===== src/rtl/uart_irq_pkg.sv =====
package uart_irq_pkg;

    localparam int DATA_W  = 8;
    localparam int EN_W    = 4;
    localparam int ADDR_W  = 3;

    localparam logic [1:0] FIFO_ON_BITS = 2'b11;

    typedef enum logic [3:0] {
        ID_NONE   = 4'h1,
        ID_LINE   = 4'h6,
        ID_RXDATA = 4'h4,
        ID_TMO    = 4'hC,
        ID_THRE   = 4'h2,
        ID_MODEM  = 4'h0
    } id_code_e;

    typedef struct packed {
        logic modem_en;
        logic line_en;
        logic thre_en;
        logic rx_en;
    } irq_en_t;

    typedef struct packed {
        logic modem;
        logic thre;
        logic tmo;
        logic rxdata;
        logic line;
    } irq_src_t;

    function automatic irq_src_t gate_sources(irq_src_t s, irq_en_t e);
        irq_src_t g;
        g.line   = s.line   & e.line_en;
        g.rxdata = s.rxdata & e.rx_en;
        g.tmo    = s.tmo    & e.rx_en;
        g.thre   = s.thre   & e.thre_en;
        g.modem  = s.modem  & e.modem_en;
        return g;
    endfunction

    function automatic logic [DATA_W-1:0] ident_byte(id_code_e c);
        return {FIFO_ON_BITS, 2'b00, c};
    endfunction

endpackage


===== src/rtl/uart_irq_en_reg.sv =====
module uart_irq_en_reg
    import uart_irq_pkg::*;
(
    input  logic              clk,
    input  logic              rst,
    input  logic              wr_en,
    input  logic [DATA_W-1:0] wr_data,
    output irq_en_t           en_q,
    output logic [DATA_W-1:0] rd_byte
);
    localparam int PAD_W = DATA_W - EN_W;

    always_ff @(posedge clk) begin
        if (rst) begin
            en_q <= '0;
        end else if (wr_en) begin
            en_q <= irq_en_t'(wr_data[EN_W-1:0]);
        end
    end

    assign rd_byte = {{PAD_W{1'b0}}, en_q};

endmodule


===== src/rtl/uart_irq_latch.sv =====
module uart_irq_latch (
    input  logic clk,
    input  logic rst,
    input  logic lsr_event,
    input  logic lsr_read,
    input  logic thr_empty,
    input  logic thre_read_clr,
    output logic line_pend,
    output logic thre_pend
);
    logic thr_empty_q;
    logic thr_rise;

    assign thr_rise = thr_empty & ~thr_empty_q;

    always_ff @(posedge clk) begin
        if (rst) begin
            line_pend <= 1'b0;
        end else if (lsr_event) begin
            line_pend <= 1'b1;
        end else if (lsr_read) begin
            line_pend <= 1'b0;
        end
    end

    always_ff @(posedge clk) begin
        if (rst) begin
            thr_empty_q <= 1'b0;
            thre_pend   <= 1'b0;
        end else begin
            thr_empty_q <= thr_empty;
            if (!thr_empty) begin
                thre_pend <= 1'b0;
            end else if (thr_rise) begin
                thre_pend <= 1'b1;
            end else if (thre_read_clr) begin
                thre_pend <= 1'b0;
            end
        end
    end


    ls_set_chk: assert property (@(posedge clk) disable iff (rst)
        lsr_event |=> line_pend);


    ls_clr_chk: assert property (@(posedge clk) disable iff (rst)
        (lsr_read && !lsr_event) |=> !line_pend);


    thre_set_chk: assert property (@(posedge clk) disable iff (rst)
        $rose(thr_empty) |=> thre_pend);


    thre_drop_chk: assert property (@(posedge clk) disable iff (rst)
        !thr_empty |=> !thre_pend);

endmodule


===== src/rtl/uart_irq_prio.sv =====
module uart_irq_prio
    import uart_irq_pkg::*;
(
    input  irq_src_t src_gated,
    output id_code_e code,
    output logic     active
);
    always_comb begin
        if (src_gated.line) begin
            code = ID_LINE;
        end else if (src_gated.rxdata) begin
            code = ID_RXDATA;
        end else if (src_gated.tmo) begin
            code = ID_TMO;
        end else if (src_gated.thre) begin
            code = ID_THRE;
        end else if (src_gated.modem) begin
            code = ID_MODEM;
        end else begin
            code = ID_NONE;
        end
    end

    assign active = |src_gated;

endmodule


===== src/rtl/uart_irq_ident.sv =====
module uart_irq_ident
    import uart_irq_pkg::*;
#(
    parameter int AW       = ADDR_W,
    parameter int DW       = DATA_W,
    parameter int EN_ADDR  = 1,
    parameter int ID_ADDR  = 2
) (
    input  logic          clk,
    input  logic          rst,
    input  logic [AW-1:0] reg_addr,
    input  logic          reg_wr,
    input  logic          reg_rd,
    input  logic [DW-1:0] reg_wdata,
    output logic [DW-1:0] reg_rdata,
    input  logic          lsr_event,
    input  logic          lsr_read,
    input  logic          rx_at_trig,
    input  logic          rx_timeout,
    input  logic          thr_empty,
    input  logic          msr_change,
    output logic          irq
);
    localparam logic [AW-1:0] EN_SEL = AW'(EN_ADDR);
    localparam logic [AW-1:0] ID_SEL = AW'(ID_ADDR);

    irq_en_t           en_q;
    logic [DW-1:0]     en_byte;
    logic              line_pend;
    logic              thre_pend;
    logic              thre_read_clr;
    irq_src_t          src_raw;
    irq_src_t          src_gated;
    id_code_e          code;
    logic              active;
    logic [DW-1:0]     id_val;

    uart_irq_en_reg u_en (
        .clk     (clk),
        .rst     (rst),
        .wr_en   (reg_wr && (reg_addr == EN_SEL)),
        .wr_data (reg_wdata),
        .en_q    (en_q),
        .rd_byte (en_byte)
    );

    uart_irq_latch u_latch (
        .clk           (clk),
        .rst           (rst),
        .lsr_event     (lsr_event),
        .lsr_read      (lsr_read),
        .thr_empty     (thr_empty),
        .thre_read_clr (thre_read_clr),
        .line_pend     (line_pend),
        .thre_pend     (thre_pend)
    );

    always_comb begin
        src_raw.line   = line_pend;
        src_raw.rxdata = rx_at_trig;
        src_raw.tmo    = rx_timeout;
        src_raw.thre   = thre_pend;
        src_raw.modem  = msr_change;
    end

    assign src_gated = gate_sources(src_raw, en_q);

    uart_irq_prio u_prio (
        .src_gated (src_gated),
        .code      (code),
        .active    (active)
    );

    assign id_val        = ident_byte(code);
    assign thre_read_clr = reg_rd && (reg_addr == ID_SEL) && (code == ID_THRE);
    assign irq           = active;

    always_comb begin
        if (reg_addr == EN_SEL) begin
            reg_rdata = en_byte;
        end else if (reg_addr == ID_SEL) begin
            reg_rdata = id_val;
        end else begin
            reg_rdata = '0;
        end
    end


    irq_match_chk: assert property (@(posedge clk) disable iff (rst)
        irq == !id_val[0]);


    line_first_chk: assert property (@(posedge clk) disable iff (rst)
        (line_pend && en_q.line_en) |-> (id_val == 8'hC6));


    rx_mask_chk: assert property (@(posedge clk) disable iff (rst)
        !en_q.rx_en |-> ((id_val[3:0] != 4'h4) && (id_val[3:0] != 4'hC)));


    fifo_bits_chk: assert property (@(posedge clk) disable iff (rst)
        id_val[7:4] == 4'hC);

endmodule


===== config.mk =====
export PLATFORM = sky130hd
export DESIGN_NAME = uart_irq_ident
export DESIGN_NICKNAME = d
export VERILOG_FILES = /design/src/rtl/uart_irq_pkg.sv /design/src/rtl/uart_irq_en_reg.sv /design/src/rtl/uart_irq_latch.sv /design/src/rtl/uart_irq_prio.sv /design/src/rtl/uart_irq_ident.sv
export SDC_FILE = /design/constraint.sdc
export NUM_CORES = 1
export LEC_CHECK = 0
export ABC_AREA = 1
export BUFFER_PORTS_ARGS = -buffer_cell sky130_fd_sc_hd__buf_2
export CORE_AREA = 2 2 39 41
export DETAILED_ROUTE_END_ITERATION = 10
export DIE_AREA = 0 0 41 43
export PLACE_DENSITY = 0.69
export SYNTH_ARGS = -nofsm -noshare
export SYNTH_HDL_FRONTEND = slang
export SYNTH_SLANG_ARGS = --single-unit

===== constraint.sdc =====
create_clock -name clk -period 1 [get_ports clk]
set_input_delay 0.05 -clock clk [delete_from_list [all_inputs] [get_ports clk]]
set_output_delay 0.05 -clock clk [all_outputs]
set_load 0.01 [all_outputs]

After elaboration in Yosys (flattened, before gate mapping) --
Cells that the tools add are included.
Storage, ports and cells: register bits after elaboration 7, latch bits 0, RAM bits 0, bits in read-only memories 0, input port bits 21, output and inout bits 9, word-level logic and storage cells 36, memories kept 0
Cells by class: add/subtract/negate cells 0, $mul 0, divide/modulo/power cells 0, order comparisons 0, equal/unequal tests 3, shift operators 0, multiplexer cells 11, bitwise logic cells 8, reductions and logical operators 7
Operators with widths (number):
- 4-bit two-way mux | 4
- 8-bit two-way mux | 2
- 1-bit bitwise AND | 6
- 1-bit two-way mux | 5
- 5-bit OR reduction | 1
- 4-bit by 2-bit == test with 1-bit output (second input constant) | 1
- 2-bit nonzero test | 2
- 3-bit by 1-bit == test with 1-bit output (second input constant) | 1
- 3-bit by 2-bit == test with 1-bit output (second input constant) | 1
- 1-bit logical AND | 3
- 1-bit NOT | 2
- 2-bit OR reduction | 1

Logic depth before layout (Yosys ltp) --
Gate-level depths: netlist of run 1.
word-level depth 10, depth in mapped cells 6, depth with buffers taken out 6

Modules after synthesis --
Synthesis of run 1 repeated with hierarchy kept, for this count alone.
Second synthesis, totals: cell total of the unflattened synthesis 103, area total of the unflattened synthesis 616.8 um^2
By module, submodules not included:
- uart_irq_en_reg | times used 1, cells an instance 35, area each 236.5 um^2, seq. area each 80.1 um^2
- uart_irq_ident | times used 1, cells an instance 43, area each 219.0 um^2, seq. area each 0.0 um^2
- uart_irq_latch | times used 1, cells an instance 13, area each 106.4 um^2, seq. area each 60.1 um^2
- uart_irq_prio | times used 1, cells an instance 12, area each 55.1 um^2, seq. area each 0.0 um^2

Worst setup path after synthesis of run 1 --
OpenSTA, ideal clock, no wires.
kind register to output, start register u_en.en_q[0] (netlist name), end output reg_rdata[0], data arrival time 0.836 ns, path slack 0.114 ns, cell stages (with the launch flop) 6, path buffers 0, path through dfxtp_1 nand2_1 nand2_2 nor2_4 nand3_2 o21ai_2
Between the ends: longest elaborated chain between the ends 6, elaborated cells between the ends (all ways) 7, classes of those cells mux (5); bitwise (2)
Ends and longest elaborated chain:
- 1-bit bitwise AND | line uart_irq_pkg.sv:37 | g.tmo = s.tmo & e.rx_en;
- 4-bit two-way mux | line uart_irq_prio.sv:13 | end else if (src_gated.tmo) begin
- 4-bit two-way mux | line uart_irq_prio.sv:11 | end else if (src_gated.rxdata) begin
- 4-bit two-way mux | line uart_irq_prio.sv:9 | if (src_gated.line) begin
- 8-bit two-way mux | line uart_irq_ident.sv:81 | end else if (reg_addr == ID_SEL) begin
- 8-bit two-way mux * | line uart_irq_ident.sv:79 | if (reg_addr == EN_SEL) begin
- to (decl) | line uart_irq_ident.sv:15 | output logic [DW-1:0] reg_rdata,
Every way passes the cells marked *; elsewhere a longest branch is shown, timed or not.

Worst setup path after layout of run 1 --
start register u_en.en_q[0] (netlist name), end output reg_rdata[2]
Between the ends: longest elaborated chain between the ends 6, elaborated cells between the ends (all ways) 7, classes of those cells mux (5); bitwise (2)
Ends and longest elaborated chain (line):
- 1-bit bitwise AND | uart_irq_pkg.sv:37
- 4-bit two-way mux | uart_irq_prio.sv:13
- 4-bit two-way mux * | uart_irq_prio.sv:11
- 4-bit two-way mux * | uart_irq_prio.sv:9
- 8-bit two-way mux * | uart_irq_ident.sv:81
- 8-bit two-way mux * | uart_irq_ident.sv:79
Marks and branches as above.

==> results of run 1 <==
-- worst register-to-register path: cells and delay by family (launching register included) --
kind	cells	cell delay (ns)
AND/OR/NAND/NOR	5	0.30
flip-flops	1	0.35
AO/OA/AOI/OAI	1	0.10
buffers and inverters	1	0.13
-- Yosys cell counts --
library cell   n
a21oi_1        1
a21oi_2        1
buf_4          3
conb_1         1
dfxtp_1        7
inv_1          7
inv_2          4
nand2_1       14
nand2_2        1
nand3_1        2
nand3_2        3
nor2_1        10
nor2_4         2
o21ai_0        5
o21ai_1        2
o21ai_2        1
-- report_power, final --
| part | internal, mW | switching [mW] | leakage [nW] | total [mW] |
|---|---|---|---|---|
| clock network | 0.153 | 0.109 | 0.0150 | 0.261 |
| logic | 0.0575 | 0.0618 | 0.296 | 0.119 |
| registers | 0.294 | 0.00931 | 0.0591 | 0.303 |
-- flip-flops by register name, summed over array words and instances (netlist names) --
signal and cells:
u_latch.thre_pend 1, u_en.en_q 4, u_latch.thr_empty_q 1, u_latch.line_pend 1
-- worst max path at each step --
| stage | endpoint | slack [ns] |
|---|---|---|
| final | reg_rdata[2] | -0.21 |
| after global routing | reg_rdata[2] | -0.27 |
| after CTS | reg_rdata[2] | -0.23 |
| after detailed placement | reg_rdata[0] | 0.04 |
| after global placement | reg_rdata[0] | 0.05 |
| after floorplan | reg_rdata[0] | 0.11 |
-- final cells by class --
type                            count  area, µm²
Inverter                           11       41.3
Sequential cell                     7        145
Tap cell                           16       20.0
Clock buffer                        4       26.3
Timing Repair Buffer               30        170
Fill cell                         146        741
Multi-Input combinational cell     44        240
-- layer usage --
layer / global-route usage / routed length [µm]
met1: 0.143 / 368
met2: 0.225 / 584
met3: 0.0314 / 51
met4: 0.120 / 33
met5: 0 / 0
-- metrics by stage --
stage | cells | util | power, mW
floorplan | 65 | - | 0.367
global placement | 103 | 0.401 | 0.410
detailed placement | 103 | 0.401 | 0.413
CTS | 111 | 0.455 | 0.687
global route | 112 | 0.465 | 0.725
finish | 112 | 0.465 | 0.683
-- kinds of logic after synthesis --
family	after synthesis	share of synthesized area
buf+inv	14	0.150
flops	7	0.330
simple gates	32	0.375
compound gates	10	0.136
other cells	1	0.00884
-- what timing repair did --
| item | CTS | global route |
|---|---|---|
| gates resized for setup | 7 | 2 |
| pin swaps | 4 | 5 |
| hold buffers | 1 | 0 |
| endpoints found under the setup margin | 5 | 6 |
| buffers inserted | 3 | 1 |
| endpoints found under the hold margin | 1 | 0 |
==> impl_metrics.csv, run 1 <==
group,metric,value,unit
run_status,status,"complete, but fails checks",
run_status,violations,"setup timing",
worst_setup_path,cp.arrival,1.16,ns
yosys,synth.area.top_cells,"dfxtp_1, nand2_1, nor2_1",
pwr,power_leakage,0.370,nW
timing,fin_skew,0.00403,ns
final_layout,syn2layout_area_growth,51.6,%
flow_run,maxCapViolations,0,
place,postPlaceCellArea,556,µm²
timing,fin_tns_setup,-0.779,ns
timing,fmax,826,MHz
timing,hold_viol_final,0,
yosys,synth-seq-cells,7,
place,pre_cts_slack,0.0361,ns
worst_setup_path,startpoint_type,"register",
final_layout,final_common_cell,"buf_2",
worst_setup_path,slowest_stage,"dfxtp_2",
worst_setup_path,r2r_cells,7,
worst_setup_path,crit_type,"register to output port",
drt,ant_nets,0,
floorplanning,dieArea,1760,µm²
final_layout,final_cell_mix,"buf_2, nand2_1, nor2_1, inv_1, buf_4",
clock_network,clkLatencyLatePin,0.25,ns
place,place_congestion,0.707,
final_layout,fin_area,643,µm²
final_layout,nNetsFinal,118,
grt,grt_pass1_wl,1610,µm
grt,grtUsageTotal,0.141,
yosys,synth_cells,64,
clock_network,root_buffer,"clkbuf_4",
yosys,ys_types,16,
place,port_buffers,23,
timing,finalCritPeriodShare,1.21,
yosys,synth_top_area_cell,"dfxtp_1",
grt,grt-ovfl-total,0,
yosys,ys_warn_count,0,
worst_setup_path,worstReg2RegStart,"u_en.en_q[0]",
timing,setup_slack,-0.210,ns
pwr,irDropWorstVdd,0.748,mV
yosys,synth_area_per_cell,6.63,µm²
clock_network,clockBufferDepth,2,
floorplanning,initial_core_util,0.307,
floorplanning,ios,30,
yosys,yosysSeqAreaShare,0.330,
drt,wirelength,1040,µm
grt,antenna_found_initial,0,
drt,dr_total_vias,481,
worst_hold_path,hp-class,"input pin to register",
worst_setup_path,crit_cells,6,
floorplanning,core_area,1380,µm²
floorplanning,fp.dieW,41,µm
worst_setup_path,slowest_delay,0.35,ns
worst_setup_path,path_delay_family,"flip-flops",
drt,drc_errors,0,
worst_hold_path,min_path_cells,3,
place,dpl.hpwl,787,µm
timing,hold_slack,0.0178,ns
clock_network,htree_levels,1,
clock_network,clkSinkCount,7,
worst_setup_path,cp.required,0.95,ns
worst_setup_path,worst-path-buf-inv,2,
worst_setup_path,crit_path_end_kind,"output port",
drt,detail_route.wl_per_cell,9.27,µm
worst_setup_path,cp_cell_sequence,"nand2_2, nand2_2, nor2_4, buf_4, o21ai_2, buf_2",
drt,vias_per_cell,4.29,
worst_setup_path,cp_max_fo,3,
drt,firstDrtPassIters,3,
timing,min_period,1.21,ns
pwr,p_per_area,1060,nW/µm²
worst_setup_path,cpMostUsedCell,"nand2_2",
final_layout,antenna_cells_inserted,0,
grt,grt_max_degree,6,
drt,drt_iter0_markers,7,
worst_hold_path,min_from,"reg_wdata[3]",
floorplanning,placementRows,14,
worst_setup_path,r2r_setup_slack,0.05,ns
clock_network,cts_tree,"yes",
clock_network,clkTransAtPathRegs,0.05,ns
grt,grt_pass1_vias,432,
clock_network,cts_buffers,3,
worst_setup_path,startpoint,"u_en.en_q[0]",
worst_setup_path,r2r-end,"u_latch.thre_pend",
final_layout,layout-drive-gt1-share,0.552,
timing,rsz0062_at_grt,"yes",
yosys,syn-cell-area,424,µm²
floorplanning,die_h,43,µm
timing,setup_viol,5,
yosys,netlist.area_leader.share,0.330,
timing,drv_slew,0,
worst_hold_path,hold_end,"u_en.en_q[3]",
(Power assumes the default switching activity.)
==> run 2: changes to the inputs <==
- CORE_AREA: 2 2 39 41 -> default
- CORE_MARGIN: default -> 2
- CORE_UTILIZATION: default -> 44
- DIE_AREA: 0 0 41 43 -> default
- PLACE_DENSITY: 0.69 -> 0.81
- SLEW_MARGIN: default -> 20
- SYNTH_HIERARCHICAL: default -> 1
==> run 2 against run 1 <==
  * The run still ends with setup timing left
  * Maximum frequency is 7.5% lower
  * Hold slack worse by 0.0056 ns
  * Sequential power hardly changed
  * Die area is 2.6% lower
  * Non-clock buffer count is 9 higher
  * Wire length is 41% higher
  * Global-route usage is 2.2 points higher
  * Cell count is 38% higher
  * Largest cell class unchanged
  * Largest power group unchanged
==> impl_metrics.csv, run 2 <==
group,metric,value,unit
yosys,synth.area.top_cells,"dfxtp_1, nand2_1, inv_1",
floorplanning,core_area,1300,µm²
drt,drc_errors,0,
worst_setup_path,slowest_delay,0.32,ns
yosys,syn-cell-area,617,µm²
worst_setup_path,cpMostUsedCell,"nand2_2",
final_layout,fin_cells,154,
final_layout,final_util,0.669,
yosys,yosysSeqAreaShare,0.227,
final_layout,syn2layout_area_growth,41.2,%
drt,vias_per_cell,4.40,
timing,hold_viol_final,0,
final_layout,final_cell_mix,"nand2_1, buf_2, inv_1, buf_4, nor2_1",
pwr,p_per_area,865,nW/µm²
place,dpl.hpwl,965,µm
grt,grt_pass1_vias,598,
place,port_buffers,23,
yosys,ys.flop_type,"dfxtp_1",
yosys,synth_top_area_cell,"dfxtp_1",
clock_network,root_buffer,"clkbuf_4",
timing,drv_slew,0,
drt,dr_total_vias,678,
yosys,synth_area_per_cell,5.99,µm²
yosys,yosysMostFrequentCell,"nand2_1",
yosys,ys_async_sr_fraction,0,
grt,grt_max_degree,9,
place,dp_cells,140,
yosys,synthTopCellsByCount,"nand2_1, inv_1, nor2_1, buf_4, dfxtp_1",
worst_setup_path,r2r-end,"u_latch/thre_pend",
clock_network,cts_tree,"yes",
grt,antenna_found_initial,0,
final_layout,layout-drive-gt1-share,0.511,
final_layout,n_fill_cell,134,
yosys,netlist.area_leader.share,0.227,
pwr,p_sw,215,µW
worst_setup_path,r2r_cells,11,
pwr,power_leakage,0.536,nW
timing,min_period,1.31,ns
drt,wirelength,1470,µm
floorplanning,dieArea,1720,µm²
timing,fmax,764,MHz
worst_hold_path,min_path_cells,3,
pwr,switching_share,0.286,
floorplanning,initial_core_util,0.474,
worst_setup_path,cp.required,0.95,ns
timing,setup_viol,6,
worst_setup_path,r2r_setup_slack,-0.29,ns
timing,finalCritPeriodShare,1.31,
final_layout,multi_input_area,353,µm²
yosys,synth-edff-count,0,
place,place_congestion,0.785,
worst_hold_path,hp-class,"input pin to register",
final_layout,regMostFlops,"u_en/en_q",
worst_setup_path,cp.arrival,1.26,ns
clock_network,clkSinkCount,7,
worst_setup_path,cp_cell_sequence,"nand2_2, inv_2, nor2_4, nand2_2, buf_4, nand3_2, nand2_1, buf_2",
pwr,irDropWorstVdd,0.766,mV
final_layout,antenna_cells_inserted,0,
grt,grtUsageTotal,0.163,
final_layout,fin_area,871,µm²
pwr,seqPwrFrac,0.400,
timing,fin_skew,0.00746,ns
pwr,pwr-share-clk,0.335,
final_layout,largest_reg_flops,4,
drt,ant_nets,0,
clock_network,htree_levels,1,
place,pre_cts_slack,-0.171,ns
floorplanning,fp.dieW,41.4,µm
worst_setup_path,crit_path_end_kind,"output port",
yosys,ys_types,17,
flow_run,maxCapViolations,0,
grt,grt-ovfl-total,0,
worst_hold_path,min_from,"thr_empty",
worst_setup_path,startpoint_type,"register",
yosys,synth_cells,103,
run_status,status,"complete, but fails checks",
worst_setup_path,crit_type,"register to output port",
timing,rsz0062_at_grt,"yes",
pwr,finalPower,753,µW
final_layout,register_area,145,µm²
final_layout,nNetsFinal,161,
timing,setup_slack,-0.309,ns
yosys,synth-seq-cells,7,
clock_network,clkLatencyLatePin,0.25,ns
worst_setup_path,slowest_stage,"dfxtp_2",
drt,drt_iter0_markers,9,
yosys,ys_warn_count,6,
pwr,p_comb_frac,0.265,
worst_setup_path,worstReg2RegStart,"u_en/en_q[0]",
clock_network,clockBufferDepth,2,
drt,detail_route.wl_per_cell,9.52,µm
place,postPlaceCellArea,731,µm²
clock_network,cts_buffers,3,
run_status,violations,"setup timing",
floorplanning,placementRows,13,
floorplanning,die_h,41.4,µm
worst_setup_path,cp_max_fo,3,
drt,firstDrtPassIters,4,
grt,grt_pass1_wl,2240,µm
worst_hold_path,hold_end,"u_latch/thr_empty_q",
pwr,p_int,538,µW
floorplanning,ios,30,
clock_network,clkTransAtPathRegs,0.06,ns
[run 2: worst max path at each step]
stage / startpoint / endpoint / cells after the start
5_1_grt: u_latch/thre_pend / u_latch/thre_pend / 12
3_5_place_dp: u_en/en_q[0] / u_latch/thre_pend / 10
3_3_place_gp: u_en/en_q[0] / u_latch/thre_pend / 11
6_report: u_en/en_q[0] / reg_rdata[2] / 8
4_1_cts: u_en/en_q[2] / reg_rdata[0] / 8
2_1_floorplan: u_en/en_q[0] / u_latch/thre_pend / 11
[run 2: through the flow]
step                setup TNS (ns)  hold slack, ns
floorplan                  -0.0814           0.119
global placement            -0.147           0.250
detailed placement          -0.248           0.256
CTS                          -1.37          0.0100
global route                 -1.94          0.0303
finish                       -1.50          0.0122
[run 2: what timing repair did]
action / 4_1_cts / 5_1_grt
hold buffers: 1 / 0
gates resized for setup: 9 / 6
pin swaps: 9 / 8
endpoints found under the setup margin: 6 / 6
hold endpoints to repair: 1 / 0
setup buffers: 6 / 3
[run 2: power groups by stage]
stage	sequential [mW]	combinational [mW]	clock (mW)
floorplan	0.304	0.113	0
global placement	0.304	0.159	0
detailed placement	0.305	0.162	0
CTS	0.301	0.183	0.259
global route	0.303	0.220	0.277
finish	0.301	0.199	0.252
[run 2: cell type report]
| class | instances | share of cell area |
|---|---|---|
| multi-input cells | 65 | 0.405 |
| flip-flops and latches | 7 | 0.167 |
| clock buffers | 4 | 0.0302 |
| repair buffers | 39 | 0.273 |
| well taps | 15 | 0.0216 |
| inverters | 24 | 0.103 |
[run 2: worst max-delay path, delay by kind of cell, from the launching register on]
| kind | cells | cell delay [ns] |
|---|---|---|
| buf+inv | 3 | 0.33 |
| simple gates | 5 | 0.37 |
| flops | 1 | 0.32 |
[run 2: logic make-up after synthesis]
family	share of synthesized area
other	0.00608
DFF	0.227
buffers and inverters	0.280
AOI/OAI and AO/OA	0.0223
and+or+nand+nor	0.464
[run 2: per-layer routing]
| layer | share of wire | up-vias | track usage |
|---|---|---|---|
| li1 | - | 364 | - |
| met5 | 0 | - | 0 |
| met1 | 0.43 | 291 | 0.190 |
| met4 | 0.0041 | 0 | 0.0774 |
| met2 | 0.52 | 21 | 0.297 |
| met3 | 0.054 | 2 | 0.0130 |
==> run 3: changes to the inputs <==
- CORE_UTILIZATION: 44 -> 40
- PLACE_DENSITY: 0.81 -> 0.78
- clock period: 1 -> 1.1 ns (I/O delays scaled with it)
==> run 3 against run 2 <==
  * The flow still finishes with violations (setup timing)
  * Critical path depth did not move
  * Power shrank 9.0%
  * Sequential cell count unchanged
  * Cell area decreased by 0.72%
  * Via count is 1.9% lower
  * Critical path type unchanged
  * Critical endpoint is now reg_rdata[0]
  * Highest routed layer unchanged
==> impl_metrics.csv, run 3 (synthesized netlist as in run 2, its figures left out) <==
group,metric,value,unit
grt,grt-ovfl-total,0,
worst_setup_path,cp.arrival,1.28,ns
place,port_buffers,23,
place,dpl.hpwl,1020,µm
worst_hold_path,hp-class,"input pin to register",
clock_network,htree_levels,1,
clock_network,clkLatencyLatePin,0.25,ns
run_status,violations,"setup timing",
place,place_congestion,0.805,
grt,grtUsageTotal,0.173,
clock_network,clkTransAtPathRegs,0.06,ns
drt,detail_route.wl_per_cell,10.0,µm
drt,drt_iter0_markers,2,
worst_setup_path,cp_cell_sequence,"nand2_2, inv_4, nor2_4, nand2_4, nor2_4, nand3_2, nand2_1, buf_2",
drt,vias_per_cell,4.43,
final_layout,layout-drive-gt1-share,0.485,
final_layout,nNetsFinal,156,
grt,antenna_found_initial,0,
place,postPlaceCellArea,726,µm²
final_layout,final_util,0.588,
place,dp_cells,141,
worst_setup_path,path_delay_family,"simple AND/OR/NAND/NOR gates",
worst_setup_path,crit_path_end_kind,"output port",
worst_setup_path,cp_max_fo,3,
floorplanning,core_area,1470,µm²
grt,grt_pass1_wl,2470,µm
pwr,irDropWorstVdd,0.494,mV
worst_setup_path,startpoint_type,"register",
floorplanning,dieArea,1870,µm²
pwr,power_leakage,0.524,nW
worst_setup_path,cpMostUsedCell,"nor2_4",
timing,fin_skew,0.00613,ns
flow_run,maxCapViolations,0,
floorplanning,fp.dieW,43.3,µm
timing,setup_slack,-0.236,ns
worst_setup_path,worst-path-buf-inv,2,
final_layout,register_area,144,µm²
timing,hold_viol_final,0,
worst_setup_path,slowest_delay,0.32,ns
timing,drv_slew,0,
floorplanning,die_h,43.3,µm
final_layout,fin_area,865,µm²
timing,finalCritPeriodShare,1.21,
final_layout,n_fill_cell,152,
final_layout,regMostFlops,"u_en/en_q",
final_layout,final_cell_mix,"nand2_1, buf_2, inv_1, nor2_1, buf_4",
clock_network,clkSinkCount,7,
worst_setup_path,crit_type,"register to output port",
floorplanning,placementRows,14,
worst_setup_path,cp.required,1.04,ns
drt,ant_nets,0,
clock_network,root_buffer,"clkbuf_4",
run_status,status,"complete, but fails checks",
floorplanning,initial_core_util,0.419,
grt,grt_pass1_vias,644,
floorplanning,ios,30,
timing,min_period,1.34,ns
final_layout,antenna_cells_inserted,0,
clock_network,cts_tree,"yes",
grt,grt_max_degree,9,
worst_setup_path,slowest_stage,"dfxtp_2",
final_layout,fin_cells,150,
final_layout,largest_reg_flops,4,
pwr,p_per_area,793,nW/µm²
drt,drc_errors,0,
drt,dr_total_vias,665,
timing,hold_slack,0.0197,ns
pwr,finalPower,685,µW
final_layout,multi_input_area,369,µm²
drt,firstDrtPassIters,2,
timing,rsz0062_at_grt,"yes",
timing,fmax,749,MHz
timing,setup_viol,6,
clock_network,clockBufferDepth,2,
drt,wirelength,1500,µm
final_layout,syn2layout_area_growth,40.2,%
clock_network,cts_buffers,3,
run 3: cell count changes in the layout (fill, tap and decap cells not counted), sizes merged:
cell  change
buf       -5
run 3: worst reg2reg max path: cells and delay by family (launching register included):
family,cells,cell delay [ns]
buffers and inverters,3,0.22
DFF,1,0.32
AOI/OAI and AO/OA,1,0.05
and+or+nand+nor,7,0.53
run 3: layer usage:
layer  routed length, µm  track usage  vias up
met2                 830        0.301       20
met4                  23       0.0909        0
met1                 585        0.208      284
met5                   0            0        -
li1                    -            -      357
met3                  63       0.0128        4
run 3: where the power goes:
part / switching, mW / total, mW / internal, mW
clock network: 0.0963 / 0.235 / 0.139
registers: 0.00740 / 0.274 / 0.267
logic: 0.0955 / 0.177 / 0.0811
total: 0.199 / 0.685 / 0.486
run 3: layout make-up:
cell class                      instances  area share
Sequential cell                         7       0.166
Inverter                               24       0.110
Tap cell                               16      0.0232
Timing Repair Buffer                   34       0.243
Multi-Input combinational cell         65       0.427
Clock buffer                            4      0.0304
run 3: stage by stage:
step,TNS (ns),setup WS (ns)
6_report,-1.13,-0.236
5_1_grt,-1.60,-0.320
3_3_place_gp,-0.0408,-0.0408
3_5_place_dp,-0.127,-0.119
4_1_cts,-1.02,-0.206
2_1_floorplan,0,0.00681
run 3: timing repair:
action / in CTS / in global routing
pin swaps: 3 / 8
resized for setup: 11 / 13
buffers inserted: 3 / 2
hold buffers: 1 / 0
endpoints found under the hold margin: 1 / 0
endpoints found under the setup margin: 6 / 6
run 3: worst paths after layout:
path | startpoint | to | slack [ns] | cells past startpoint
hold / removal | thr_empty | u_latch/thr_empty_q | 0.02 | 3
setup reg to reg | u_en/en_q[2] | u_latch/thre_pend | -0.14 | 11
hold reg to reg | u_latch/thr_empty_q | u_latch/thre_pend | 0.41 | 1
setup / recovery | u_en/en_q[2] | reg_rdata[0] | -0.24 | 8
